<file path="config.mk">
export PLATFORM = sky130hd
export DESIGN_NAME = mt_rob
export DESIGN_NICKNAME = d
export VERILOG_FILES = /design/src/rtl/rob_pkg.sv /design/src/rtl/rob_thread_q.sv /design/src/rtl/rob_pick.sv /design/src/rtl/mt_rob.sv
export SDC_FILE = /design/constraint.sdc
export NUM_CORES = 2
export LEC_CHECK = 0
export BUFFER_PORTS_ARGS = -buffer_cell sky130_fd_sc_hd__buf_2
export CAP_MARGIN = 40
export CORE_AREA = 2 2 437 439
export DETAILED_ROUTE_END_ITERATION = 8
export DIE_AREA = 0 0 439 441
export PLACE_DENSITY_LB_ADDON = 0.12
export SETUP_SLACK_MARGIN = 0.02
export SYNTH_ARGS = -nofsm -noshare
export SYNTH_HDL_FRONTEND = slang
export SYNTH_SLANG_ARGS = --single-unit
export TNS_END_PERCENT = 100
</file>
<file path="constraint.sdc">
create_clock -name clk -period 10.8 [get_ports clk]
set_input_delay 0.54 -clock clk [delete_from_list [all_inputs] [get_ports clk]]
set_output_delay 0.54 -clock clk [all_outputs]
set_load 0.005 [all_outputs]
</file>
<file path="src/rtl/rob_pkg.sv">
package rob_pkg;
  // width of an index able to address n items (at least one bit)
  function automatic int idw(input int n);
    return (n > 1) ? $clog2(n) : 1;
  endfunction
endpackage

</file>
<file path="src/rtl/rob_thread_q.sv">
module rob_thread_q
  import rob_pkg::*;
#(
  parameter int DEPTH = 8,
  parameter int SEQW  = 16,
  parameter int PCW   = 32,
  parameter int SQW   = 2
) (
  input  logic            clk,
  input  logic            rst,
  input  logic            ins_en,
  input  logic [SEQW-1:0] ins_seq,
  input  logic [PCW-1:0]  ins_pc,
  input  logic            done_en,
  input  logic [SEQW-1:0] done_seq,
  input  logic            ret_en,
  input  logic            sq_en,
  input  logic [SEQW-1:0] sq_seq,
  output logic            nonempty,
  output logic            full,
  output logic            head_rdy,
  output logic            head_sqd,
  output logic            busy,
  output logic [SEQW-1:0] head_seq,
  output logic [SEQW-1:0] tail_seq,
  output logic [PCW-1:0]  head_pc
);
  localparam int AW = idw(DEPTH);
  localparam int CW = AW + 1;
  localparam int OW = CW + 1;

  logic [SEQW-1:0]  seq_m [DEPTH];
  logic [PCW-1:0]   pc_m  [DEPTH];
  logic [DEPTH-1:0] vld, rdy, sqd;
  logic [AW-1:0]    hd, tl, tl_last;
  logic [CW-1:0]    cnt, walk;
  logic [SEQW-1:0]  sq_num;
  logic             busy_q;

  logic             ins_ok, ret_ok, sq_start, fin;
  logic [SQW-1:0]   mark;
  logic [AW-1:0]    mpos [SQW];

  assign tl_last  = tl - 1'b1;
  assign nonempty = (cnt != '0);
  assign full     = (cnt == CW'(DEPTH));
  assign ins_ok   = ins_en && !full;
  assign ret_ok   = ret_en && nonempty && rdy[hd];
  assign sq_start = sq_en && nonempty;

  // squash walker: up to SQW entries from the youngest side per cycle
  always_comb begin
    logic          go;
    logic [OW-1:0] off;
    go   = busy_q;
    mark = '0;
    for (int k = 0; k < SQW; k++) begin
      off     = {1'b0, walk} + OW'(k);
      mpos[k] = tl_last - off[AW-1:0];
      if (go && (off < {1'b0, cnt}) && (seq_m[mpos[k]] > sq_num))
        mark[k] = 1'b1;
      else
        go = 1'b0;
    end
    fin = busy_q && (!go || (({1'b0, walk} + OW'(SQW)) >= {1'b0, cnt}));
  end

  // payload storage: write-only on insert, no reset
  always_ff @(posedge clk) begin
    if (ins_ok) begin
      seq_m[tl] <= ins_seq;
      pc_m[tl]  <= ins_pc;
    end
  end

  always_ff @(posedge clk) begin
    if (rst) begin
      hd     <= '0;
      tl     <= '0;
      cnt    <= '0;
      walk   <= '0;
      vld    <= '0;
      rdy    <= '0;
      sqd    <= '0;
      busy_q <= 1'b0;
      sq_num <= '0;
    end else begin
      if (done_en) begin
        for (int i = 0; i < DEPTH; i++)
          if (vld[i] && (seq_m[i] == done_seq)) rdy[i] <= 1'b1;
      end
      for (int k = 0; k < SQW; k++) begin
        if (mark[k]) begin
          rdy[mpos[k]] <= 1'b1;
          sqd[mpos[k]] <= 1'b1;
        end
      end
      if (ret_ok) begin
        vld[hd] <= 1'b0;
        hd      <= hd + 1'b1;
      end
      if (ins_ok) begin
        vld[tl] <= 1'b1;
        rdy[tl] <= 1'b0;
        sqd[tl] <= 1'b0;
        tl      <= tl + 1'b1;
      end
      cnt <= cnt + CW'(ins_ok) - CW'(ret_ok);
      if (sq_start) begin
        busy_q <= 1'b1;
        walk   <= '0;
        sq_num <= sq_seq;
      end else if (fin) begin
        busy_q <= 1'b0;
      end else if (busy_q) begin
        walk <= walk + CW'(SQW);
      end
    end
  end

  assign head_rdy = nonempty && rdy[hd];
  assign head_sqd = sqd[hd];
  assign head_seq = seq_m[hd];
  assign head_pc  = pc_m[hd];
  assign tail_seq = seq_m[tl_last];
  assign busy     = busy_q;


  ins_when_full_chk: assert property (@(posedge clk) disable iff (rst)
    ins_en |-> !full);


  ins_during_squash_chk: assert property (@(posedge clk) disable iff (rst)
    ins_en |-> !(busy_q || sq_en));


  ret_blocked_chk: assert property (@(posedge clk) disable iff (rst)
    (ret_en && !head_rdy && !ins_en) |=> $stable(cnt) && $stable(hd));


  sq_end_chk: assert property (@(posedge clk) disable iff (rst)
    $fell(busy_q) |-> (cnt == '0 || sqd[tl_last] || seq_m[tl_last] <= sq_num));
endmodule

</file>
<file path="src/rtl/rob_pick.sv">
module rob_pick
  import rob_pkg::*;
#(
  parameter int NTHR = 2,
  parameter int SEQW = 16,
  parameter int PCW  = 32
) (
  input  logic                       clk,
  input  logic                       rst,
  input  logic [NTHR-1:0]            act,
  input  logic [NTHR-1:0]            ne,
  input  logic [NTHR-1:0]            hrdy,
  input  logic [NTHR-1:0]            hsqd,
  input  logic [NTHR-1:0][SEQW-1:0]  hseq,
  input  logic [NTHR-1:0][SEQW-1:0]  tseq,
  input  logic [NTHR-1:0][PCW-1:0]   hpc,
  output logic                       can_commit,
  output logic                       hd_vld,
  output logic [idw(NTHR)-1:0]       hd_tid,
  output logic [SEQW-1:0]            hd_seq,
  output logic [PCW-1:0]             hd_pc,
  output logic                       hd_rdy,
  output logic                       hd_sqd,
  output logic                       tl_vld,
  output logic [idw(NTHR)-1:0]       tl_tid,
  output logic [SEQW-1:0]            tl_seq
);
  localparam int TW = idw(NTHR);

  logic            h_f, t_f;
  logic [TW-1:0]   h_t, t_t;
  logic [SEQW-1:0] h_s, t_s;
  logic [NTHR-1:0] live;

  assign live = act & ne;

  always_comb begin
    h_f = 1'b0; t_f = 1'b0;
    h_t = '0;   t_t = '0;
    h_s = '0;   t_s = '0;
    for (int t = 0; t < NTHR; t++) begin
      if (live[t] && (!h_f || hseq[t] < h_s)) begin
        h_f = 1'b1; h_t = TW'(t); h_s = hseq[t];
      end
      if (live[t] && (!t_f || tseq[t] > t_s)) begin
        t_f = 1'b1; t_t = TW'(t); t_s = tseq[t];
      end
    end
  end

  always_ff @(posedge clk) begin
    if (rst) begin
      can_commit <= 1'b0;
      hd_vld <= 1'b0; hd_tid <= '0; hd_seq <= '0; hd_pc <= '0;
      hd_rdy <= 1'b0; hd_sqd <= 1'b0;
      tl_vld <= 1'b0; tl_tid <= '0; tl_seq <= '0;
    end else begin
      can_commit <= |(live & hrdy);
      hd_vld <= h_f;
      hd_tid <= h_t;
      hd_seq <= h_s;
      hd_pc  <= hpc[h_t];
      hd_rdy <= h_f && hrdy[h_t];
      hd_sqd <= h_f && hsqd[h_t];
      tl_vld <= t_f;
      tl_tid <= t_t;
      tl_seq <= t_s;
    end
  end


  head_tail_order_chk: assert property (@(posedge clk) disable iff (rst)
    hd_vld |-> (tl_vld && hd_seq <= tl_seq));


  commit_needs_entry_chk: assert property (@(posedge clk) disable iff (rst)
    can_commit |-> hd_vld);
endmodule

</file>
<file path="src/rtl/mt_rob.sv">
module mt_rob
  import rob_pkg::*;
#(
  parameter int NTHR  = 2,
  parameter int DEPTH = 8,
  parameter int SEQW  = 16,
  parameter int PCW   = 32,
  parameter int SQW   = 2
) (
  input  logic                   clk,
  input  logic                   rst,
  input  logic [NTHR-1:0]        thr_act,
  input  logic                   ins_en,
  input  logic [idw(NTHR)-1:0]   ins_tid,
  input  logic [SEQW-1:0]        ins_seq,
  input  logic [PCW-1:0]         ins_pc,
  input  logic                   done_en,
  input  logic [idw(NTHR)-1:0]   done_tid,
  input  logic [SEQW-1:0]        done_seq,
  input  logic                   ret_en,
  input  logic [idw(NTHR)-1:0]   ret_tid,
  input  logic                   sq_en,
  input  logic [idw(NTHR)-1:0]   sq_tid,
  input  logic [SEQW-1:0]        sq_seq,
  output logic                   can_commit,
  output logic                   hd_vld,
  output logic [idw(NTHR)-1:0]   hd_tid,
  output logic [SEQW-1:0]        hd_seq,
  output logic [PCW-1:0]         hd_pc,
  output logic                   hd_rdy,
  output logic                   hd_sqd,
  output logic                   tl_vld,
  output logic [idw(NTHR)-1:0]   tl_tid,
  output logic [SEQW-1:0]        tl_seq,
  output logic [NTHR-1:0]        sq_busy,
  output logic [NTHR-1:0]        thr_full
);
  localparam int TW = idw(NTHR);

  logic [NTHR-1:0]           ne, hrdy, hsqd;
  logic [NTHR-1:0][SEQW-1:0] hseq, tseq;
  logic [NTHR-1:0][PCW-1:0]  hpc;

  for (genvar t = 0; t < NTHR; t++) begin : g_thr
    rob_thread_q #(
      .DEPTH(DEPTH), .SEQW(SEQW), .PCW(PCW), .SQW(SQW)
    ) u_q (
      .clk      (clk),
      .rst      (rst),
      .ins_en   (ins_en  && ins_tid  == TW'(t)),
      .ins_seq  (ins_seq),
      .ins_pc   (ins_pc),
      .done_en  (done_en && done_tid == TW'(t)),
      .done_seq (done_seq),
      .ret_en   (ret_en  && ret_tid  == TW'(t)),
      .sq_en    (sq_en   && sq_tid   == TW'(t)),
      .sq_seq   (sq_seq),
      .nonempty (ne[t]),
      .full     (thr_full[t]),
      .head_rdy (hrdy[t]),
      .head_sqd (hsqd[t]),
      .busy     (sq_busy[t]),
      .head_seq (hseq[t]),
      .tail_seq (tseq[t]),
      .head_pc  (hpc[t])
    );
  end

  rob_pick #(.NTHR(NTHR), .SEQW(SEQW), .PCW(PCW)) u_pick (
    .clk        (clk),
    .rst        (rst),
    .act        (thr_act),
    .ne         (ne),
    .hrdy       (hrdy),
    .hsqd       (hsqd),
    .hseq       (hseq),
    .tseq       (tseq),
    .hpc        (hpc),
    .can_commit (can_commit),
    .hd_vld     (hd_vld),
    .hd_tid     (hd_tid),
    .hd_seq     (hd_seq),
    .hd_pc      (hd_pc),
    .hd_rdy     (hd_rdy),
    .hd_sqd     (hd_sqd),
    .tl_vld     (tl_vld),
    .tl_tid     (tl_tid),
    .tl_seq     (tl_seq)
  );


  one_walker_on_empty_chk: assert property (@(posedge clk) disable iff (rst)
    (ne == '0) |-> (sq_busy == '0));
endmodule

</file>
**After elaboration in Yosys (flattened, before gate mapping)**

Memory sizes are Yosys's and may differ from the RTL's. A register that Yosys moved wholly into a read port is not among the register bits.
Cells that the tools add are included.

- Bits in registers: 181
- Bits in writable memories: 768
- Input port bits: 92
- Output and inout port bits: 75
- Memories: 4

- Add/subtract/negate cells: 20
- Order comparisons: 29
- Eq/ne operators: 18
- Mux-type cells: 109
- Bitwise gates (word level): 28
- Reductions and logical operators: 74

Memories:

| name | depth | bits a word | read ports | clocked after Yosys merged registers in | write ports | line | source |
|---|---|---|---|---|---|---|---|
| g_thr[0].u_q.pc_m | 8 | 32 | 1 | 1 | 1 | rob_thread_q.sv:33 | `logic [PCW-1:0] pc_m [DEPTH];` |
| g_thr[1].u_q.pc_m | 8 | 32 | 1 | 1 | 1 | rob_thread_q.sv:33 |  |
| g_thr[0].u_q.seq_m | 8 | 16 | 12 | 1 | 1 | rob_thread_q.sv:32 | `logic [SEQW-1:0] seq_m [DEPTH];` |
| g_thr[1].u_q.seq_m | 8 | 16 | 12 | 1 | 1 | rob_thread_q.sv:32 |  |

Operators by type and width:

| cell | count |
|---|---|
| == test 16 bit | 16 |
| 2-to-1 mux 8 bit | 30 |
| greater-than comparator 16 bit | 5 |
| OR 8 bit | 10 |
| 2-to-1 mux 16 bit | 4 |
| 2-to-1 mux 32 bit | 2 |
| logical AND 1 bit | 56 |
| 2-to-1 mux 1 bit | 53 |
| bitwise AND 8 bit | 6 |
| less-than comparator 3 x 4 -> 1 bit (second input constant) | 8 |
| inverter 8 bit | 4 |
| demux 1 bit (select 3 bit) | 8 |
| greater-or-equal comparator 3 x 1 -> 1 bit (second input constant) | 8 |
| 2-to-1 mux 3 bit | 8 |
| less-than comparator 16 bit | 1 |
| adder 3 x 1 -> 3 bit (second input constant) | 4 |
| binary-select mux 1 bit (select 3 bit) | 4 |
| subtractor 3 bit | 4 |
| adder 4 x 1 -> 5 bit (second input constant) | 2 |
| adder 4 x 2 -> 5 bit (second input constant) | 2 |
| greater-or-equal comparator 5 x 4 -> 1 bit | 2 |
| less-than comparator 5 x 4 -> 1 bit | 2 |
| adder 4 x 1 -> 4 bit | 2 |
| adder 4 x 2 -> 4 bit (second input constant) | 2 |
| other kinds (13) | 35 |

**Depth between registers and ports, before layout**

- Word-level depth: 14
- Depth in mapped cells: 24
- Gate-level depth less buffers: 16

**Hierarchy**

A second synthesis with hierarchy kept.

- Cells, all modules: 3465
- Area total of the unflattened synthesis: 47898.4 µm²

Modules (own cells, without submodules):

| module | instances | cells an instance | area an instance (µm²) | sequential area each (µm²) |
|---|---|---|---|---|
| rob_thread_q (g_thr[0].u_q) | 1 | 1644 | 22238.8 | 12672.2 |
| rob_thread_q (g_thr[1].u_q) | 1 | 1398 | 22047.4 | 12672.2 |
| rob_pick | 1 | 415 | 3562.2 | 1401.3 |
| mt_rob | 1 | 8 | 50.0 | 0.0 |

**Worst setup path after synthesis**

No wires, ideal clock.

- Kind: register -> register
- Start: register g_thr[1].u_q.tl[0]
- End: register g_thr[1].u_q.rdy[3]
- Arrival time: 6.603 ns
- Slack: 4.067 ns
- Cell stages (with the launch flop): 8
- Buffers on the path: 2
- Cells stage by stage: dfxtp_1 clkbuf_1 clkbuf_1 nand2_1 nor4_1 nor2_1 a41oi_1 o21ai_0

- Cells in the longest elaborated chain, start to end: 14
- Elaborated cells on any way between the ends: 36

RTL lines:

| element | line | source |
|---|---|---|
| from (decl) | rob_thread_q.sv:35 | `logic [AW-1:0] hd, tl, tl_last;` |
| from (signal assigned) | rob_thread_q.sv:106 | `tl <= tl + 1'b1;` |
| branches (longest 13 deep; another with memory read (8 x 16 bit)) | -- |  |
| 2-to-1 mux 8 bit (*) | rob_thread_q.sv:102 | `if (ins_ok) begin` |
| to (signal assigned) | rob_thread_q.sv:83 | `rdy <= '0;` |
| to (signal, indexed assignment) | rob_thread_q.sv:94 | `rdy[mpos[k]] <= 1'b1;` |
| to (signal, indexed assignment) | rob_thread_q.sv:104 | `rdy[tl] <= 1'b0;` |
| to (decl) | rob_thread_q.sv:34 | `logic [DEPTH-1:0] vld, rdy, sqd;` |

Every way passes the cells marked *. The select of a mux whose other input is x is not followed.
A chain may end at the register's enable or synchronous reset.

**Final worst setup path**

- Start: register g_thr[0].u_q.tl[0]
- End: register g_thr[0].u_q.walk[1]

- Cells in the longest elaborated chain, start to end: 14
- Elaborated cells on any way between the ends: 16

RTL lines:

| element | line | source |
|---|---|---|
| from (decl) | rob_thread_q.sv:35 |  |
| from (signal assigned) | rob_thread_q.sv:106 |  |
| subtractor 3 x 1 -> 3 bit (*) | rob_thread_q.sv:44 | `assign tl_last = tl - 1'b1;` |
| subtractor 3 bit | rob_thread_q.sv:59 | `mpos[k] = tl_last - off[AW-1:0];` |
| memory read (8 x 16 bit) (*) | -- |  |
| greater-than comparator 16 bit | rob_thread_q.sv:60 | `if (go && (off < {1'b0, cnt}) && (seq_m[mpos[k]] > sq_num))` |
| logical AND 1 bit | rob_thread_q.sv:60 |  |
| 2-to-1 mux 1 bit | rob_thread_q.sv:60 |  |
| logical AND 1 bit (2 in a row) | rob_thread_q.sv:60 |  |
| 2-to-1 mux 1 bit (*) | rob_thread_q.sv:60 |  |
| zero test 1 bit (*) | rob_thread_q.sv:65 | `fin = busy_q && (!go \|\| (({1'b0, walk} + OW'(SQW)) >= {1'b0, cnt}));` |
| logical OR 1 bit (*) | rob_thread_q.sv:65 |  |
| logical AND 1 bit (*) | rob_thread_q.sv:65 |  |
| inverter 1 bit (no line) (*) | -- |  |
| AND reduction 2 bit (no line) (*) | -- |  |
| to (signal assigned) | rob_thread_q.sv:116 | `walk <= walk + CW'(SQW);` |
| to (decl) | rob_thread_q.sv:36 | `logic [CW-1:0] cnt, walk;` |

Mark *: on every way between the ends. The rest lies on a longest branch, timed or not.

==> metrics <==
top cell type's share of synthesized area=49.0%; share of cells above drive strength 1=29.0%; count of hold-fix buffers inserted at cts=0; Final Critical Period=6.19 ns; complex-gate fraction of the synthesized area=4.77%; area leader, netlist=edfxtp_1; core footprint=0.189 mm^2; Rel. slew slack=35.9%; Max Clk Rate=0.162 GHz; Die W=439 um; Period Utilization, post-route=57.3%; Worst Path Required=11.40 ns; Setup violations, final=0; ranking of synthesized cells by area=edfxtp_1 49%, mux4_2 17%, dfxtp_1 7.8%; simple-gate share of the synthesized area=5.83%; Leak=0.0171 uW; Worst setup endpoint=g_thr[0].u_q.walk[1]; clk sinks=952; placer congestion estimate=0.893; combinational family with the most area after synthesis=multiplexers; DRT iter0 DRCs=2328; Reg clk slew, reported paths=0.07 ns; mux share of post-synthesis cell area=21.5%; outcome=completed; CP startpoint kind=register; gr usage total=18.1%; # nets final=3446; fin cells=5834; Worst R2R Start=g_thr[0].u_q.tl[0]; CTS Buf Count=109; Final Hold Fails=0; drt wl/cell=30.4 um; #FFs+latches synth=952; Worst setup EP type=register; reg2reg end=g_thr[0].u_q.walk[1]; vias per std cell=4.92; Crit. Startpoint=g_thr[0].u_q.tl[0]; max-cap violations=0; Die Y=441 um; initial core utilization=24.9%; CP Class=reg -> reg; number of H-tree levels=3; Post-synth top flop=edfxtp_1; number of synthesized flops with an enable pin=768; Synth Area in XOR/XNOR=5.22%; initial antenna violation count=21; ANT nets after route=0; yosys warns=0; Peak supply drop=0.000126 V; power density over the cells=181 mW/mm^2; register area share after synthesis=56.8%; FP Rows=160; Async SR Flop Fraction=0%; CTS tree=yes; leading cell types by count after synthesis=768 x edfxtp_1, 360 x mux4_2, 237 x xnor2_1; fin. max-slew vios=0; RSZ-0062 raised after global routing=false; filler cell count=19100; Hold Path Class=in -> reg; first-pass GRT wire length=246 mm; clk_lat worst skew=0.78 ns; clock root cell=clkbuf_16; Die ar.=0.194 mm^2; CP Max Fanout=39; synthesized cell area=0.0471 mm^2; adder-cell share of the synthesized area=3.57%; Ports=167; Synth cell types=68; R2R cell count=15; HPWL Detailed=124 mm; Layout Skew=0.0767 ns; crit path DAT=6.79 ns; Post-DP Area=0.0514 mm^2; # Post-CTS Setup Buffers=0; Setup TNS Final=0 ns; Syn Inst Count=3068; CTS Buffer Depth=3; Via Count=28700; WHS=0.0841 ns; DRT Pass-1 Iters=5; DRC=0; Avg Cell Area, Syn=15.3 um^2; Post-Place Cells=5621; post-route cell area=0.0549 mm^2; Congestion Overflow GR=0; syn nets=3293; Worst R2R Setup Slack=4.61 ns; largest net degree at the start of global routing=56; drt total wl=177 mm; I/O Buffers=166; vias in the first global route=29300; Slew @ Worst Pin=0.961 ns; PostCTS Resize Cnt=0; most frequent cell after synthesis=edfxtp_1; area grow syn2layout=16.7%
[worst min-delay path by stage]
stage / from / end / slack (ns) / depth (start not counted)
after global placement: g_thr[1].u_q.sqd[1] / g_thr[1].u_q.sqd[1] / 0.44 / 2
after CTS: sq_seq[10] / g_thr[1].u_q.sq_num[10] / 0.02 / 3
after global routing: sq_seq[3] / g_thr[1].u_q.sq_num[3] / 0.04 / 3
after detailed placement: g_thr[1].u_q.sqd[1] / g_thr[1].u_q.sqd[1] / 0.45 / 2
final: sq_seq[15] / g_thr[1].u_q.sq_num[15] / 0.08 / 3
after floorplan: g_thr[1].u_q.sqd[1] / g_thr[1].u_q.sqd[1] / 0.41 / 2
[cells in the final DEF (no fill, tap or decap), types with 96 or more instances in the layout]
master | Yosys | final
a21oi_1 | 96 | 96
dfxtp_1 | 184 | 176
nand2_1 | 220 | 220
xnor2_1 | 237 | 236
ha_1 | 131 | 129
mux4_2 | 360 | 360
mux2_2 | 123 | 123
buf_2 | 19 | 166
clkbuf_16 | 0 | 110
edfxtp_1 | 768 | 768
[metal layers]
metal	global-route usage (%)	wire, um	share of wire, %	vias up
li1	-	-	-	12400
met1	24.8	79500	45	15300
met2	30.1	85900	48	769
met3	2.66	7360	4.2	212
met4	4.44	4470	2.5	12
met5	0	73	0.041	-
[flip-flops by register name, indices dropped and copies added, names as in the netlist, named ones only]
signal,cells
g_thr.u_q.vld,16
u_pick.can_commit,1
g_thr.u_q.hd,6
u_pick.tl_tid,1
u_pick.hd_seq,16
u_pick.hd_vld,1
g_thr.u_q.sqd,16
g_thr.u_q.cnt,8
g_thr.u_q.busy,2
g_thr.u_q.sq_num,32
u_pick.hd_tid,1
g_thr.u_q.tl,6
u_pick.hd_pc,32
u_pick.hd_rdy,1
u_pick.tl_seq,16
g_thr.u_q.rdy,16
g_thr.u_q.pc_m,512
u_pick.hd_sqd,1
g_thr.u_q.walk,6
g_thr.u_q.seq_m,256
[worst max-delay path, stage by stage, from the launching register on]
cell	delay, ns
dfxtp_4	0.62
inv_2	0.39
ha_1	0.40
buf_4	0.26
ha_4	0.68
buf_4	0.63
mux4_2	0.58
nand2_1	0.09
nand2_1	0.09
ha_1	0.31
nand4_1	0.08
nor2_1	0.27
o221ai_1	0.22
a31oi_2	0.79
nand2_1	0.25
mux2_2	0.34
[cell type report]
cell class                 count  area, um^2  share of cell area [%]
sequential                   952       26800                    48.7
multi-input combinational   1842       19400                    35.4
tap                         2511        3140                    5.72
clock buffer                 165        3130                    5.70
timing repair buffer         247        1750                    3.19
clock inverter                42         427                   0.777
inverter                      69         262                   0.476
antenna                        6        15.0                  0.0273
[metrics by stage]
step | worst slack (ns) | util (%) | total power (uW)
after global placement | 4.61 | 26.9 | 6350
after global routing | 4.28 | 29.0 | 10400
after detailed placement | 4.61 | 27.2 | 6350
final | 4.61 | 29.0 | 9960
after CTS | 4.58 | 29.0 | 10100
after floorplan | 4.07 | - | 5520
[cells by family (layout without fill, tap and decap cells)]
kind of cell | count (synthesis) | in the layout
multiplexers | 545 | 545
XOR/XNOR | 278 | 278
adder cells (fa/ha/maj) | 133 | 133
flip-flops | 952 | 952
buffers and inverters | 274 | 523
AND/OR/NAND/NOR | 558 | 558
other | 0 | 6
AO/OA/AOI/OAI | 328 | 328
[report_power, final]
group          switching (uW)  leakage [uW]  total, uW  internal (uW)
logic                    1260       0.00691       2070            811
clock network            1600       0.00175       3690           2090
registers                93.6       0.00844       4200           4100
total                    2950        0.0171       9960           7000
No activity file was read; power rests on OpenSTA's default activity.
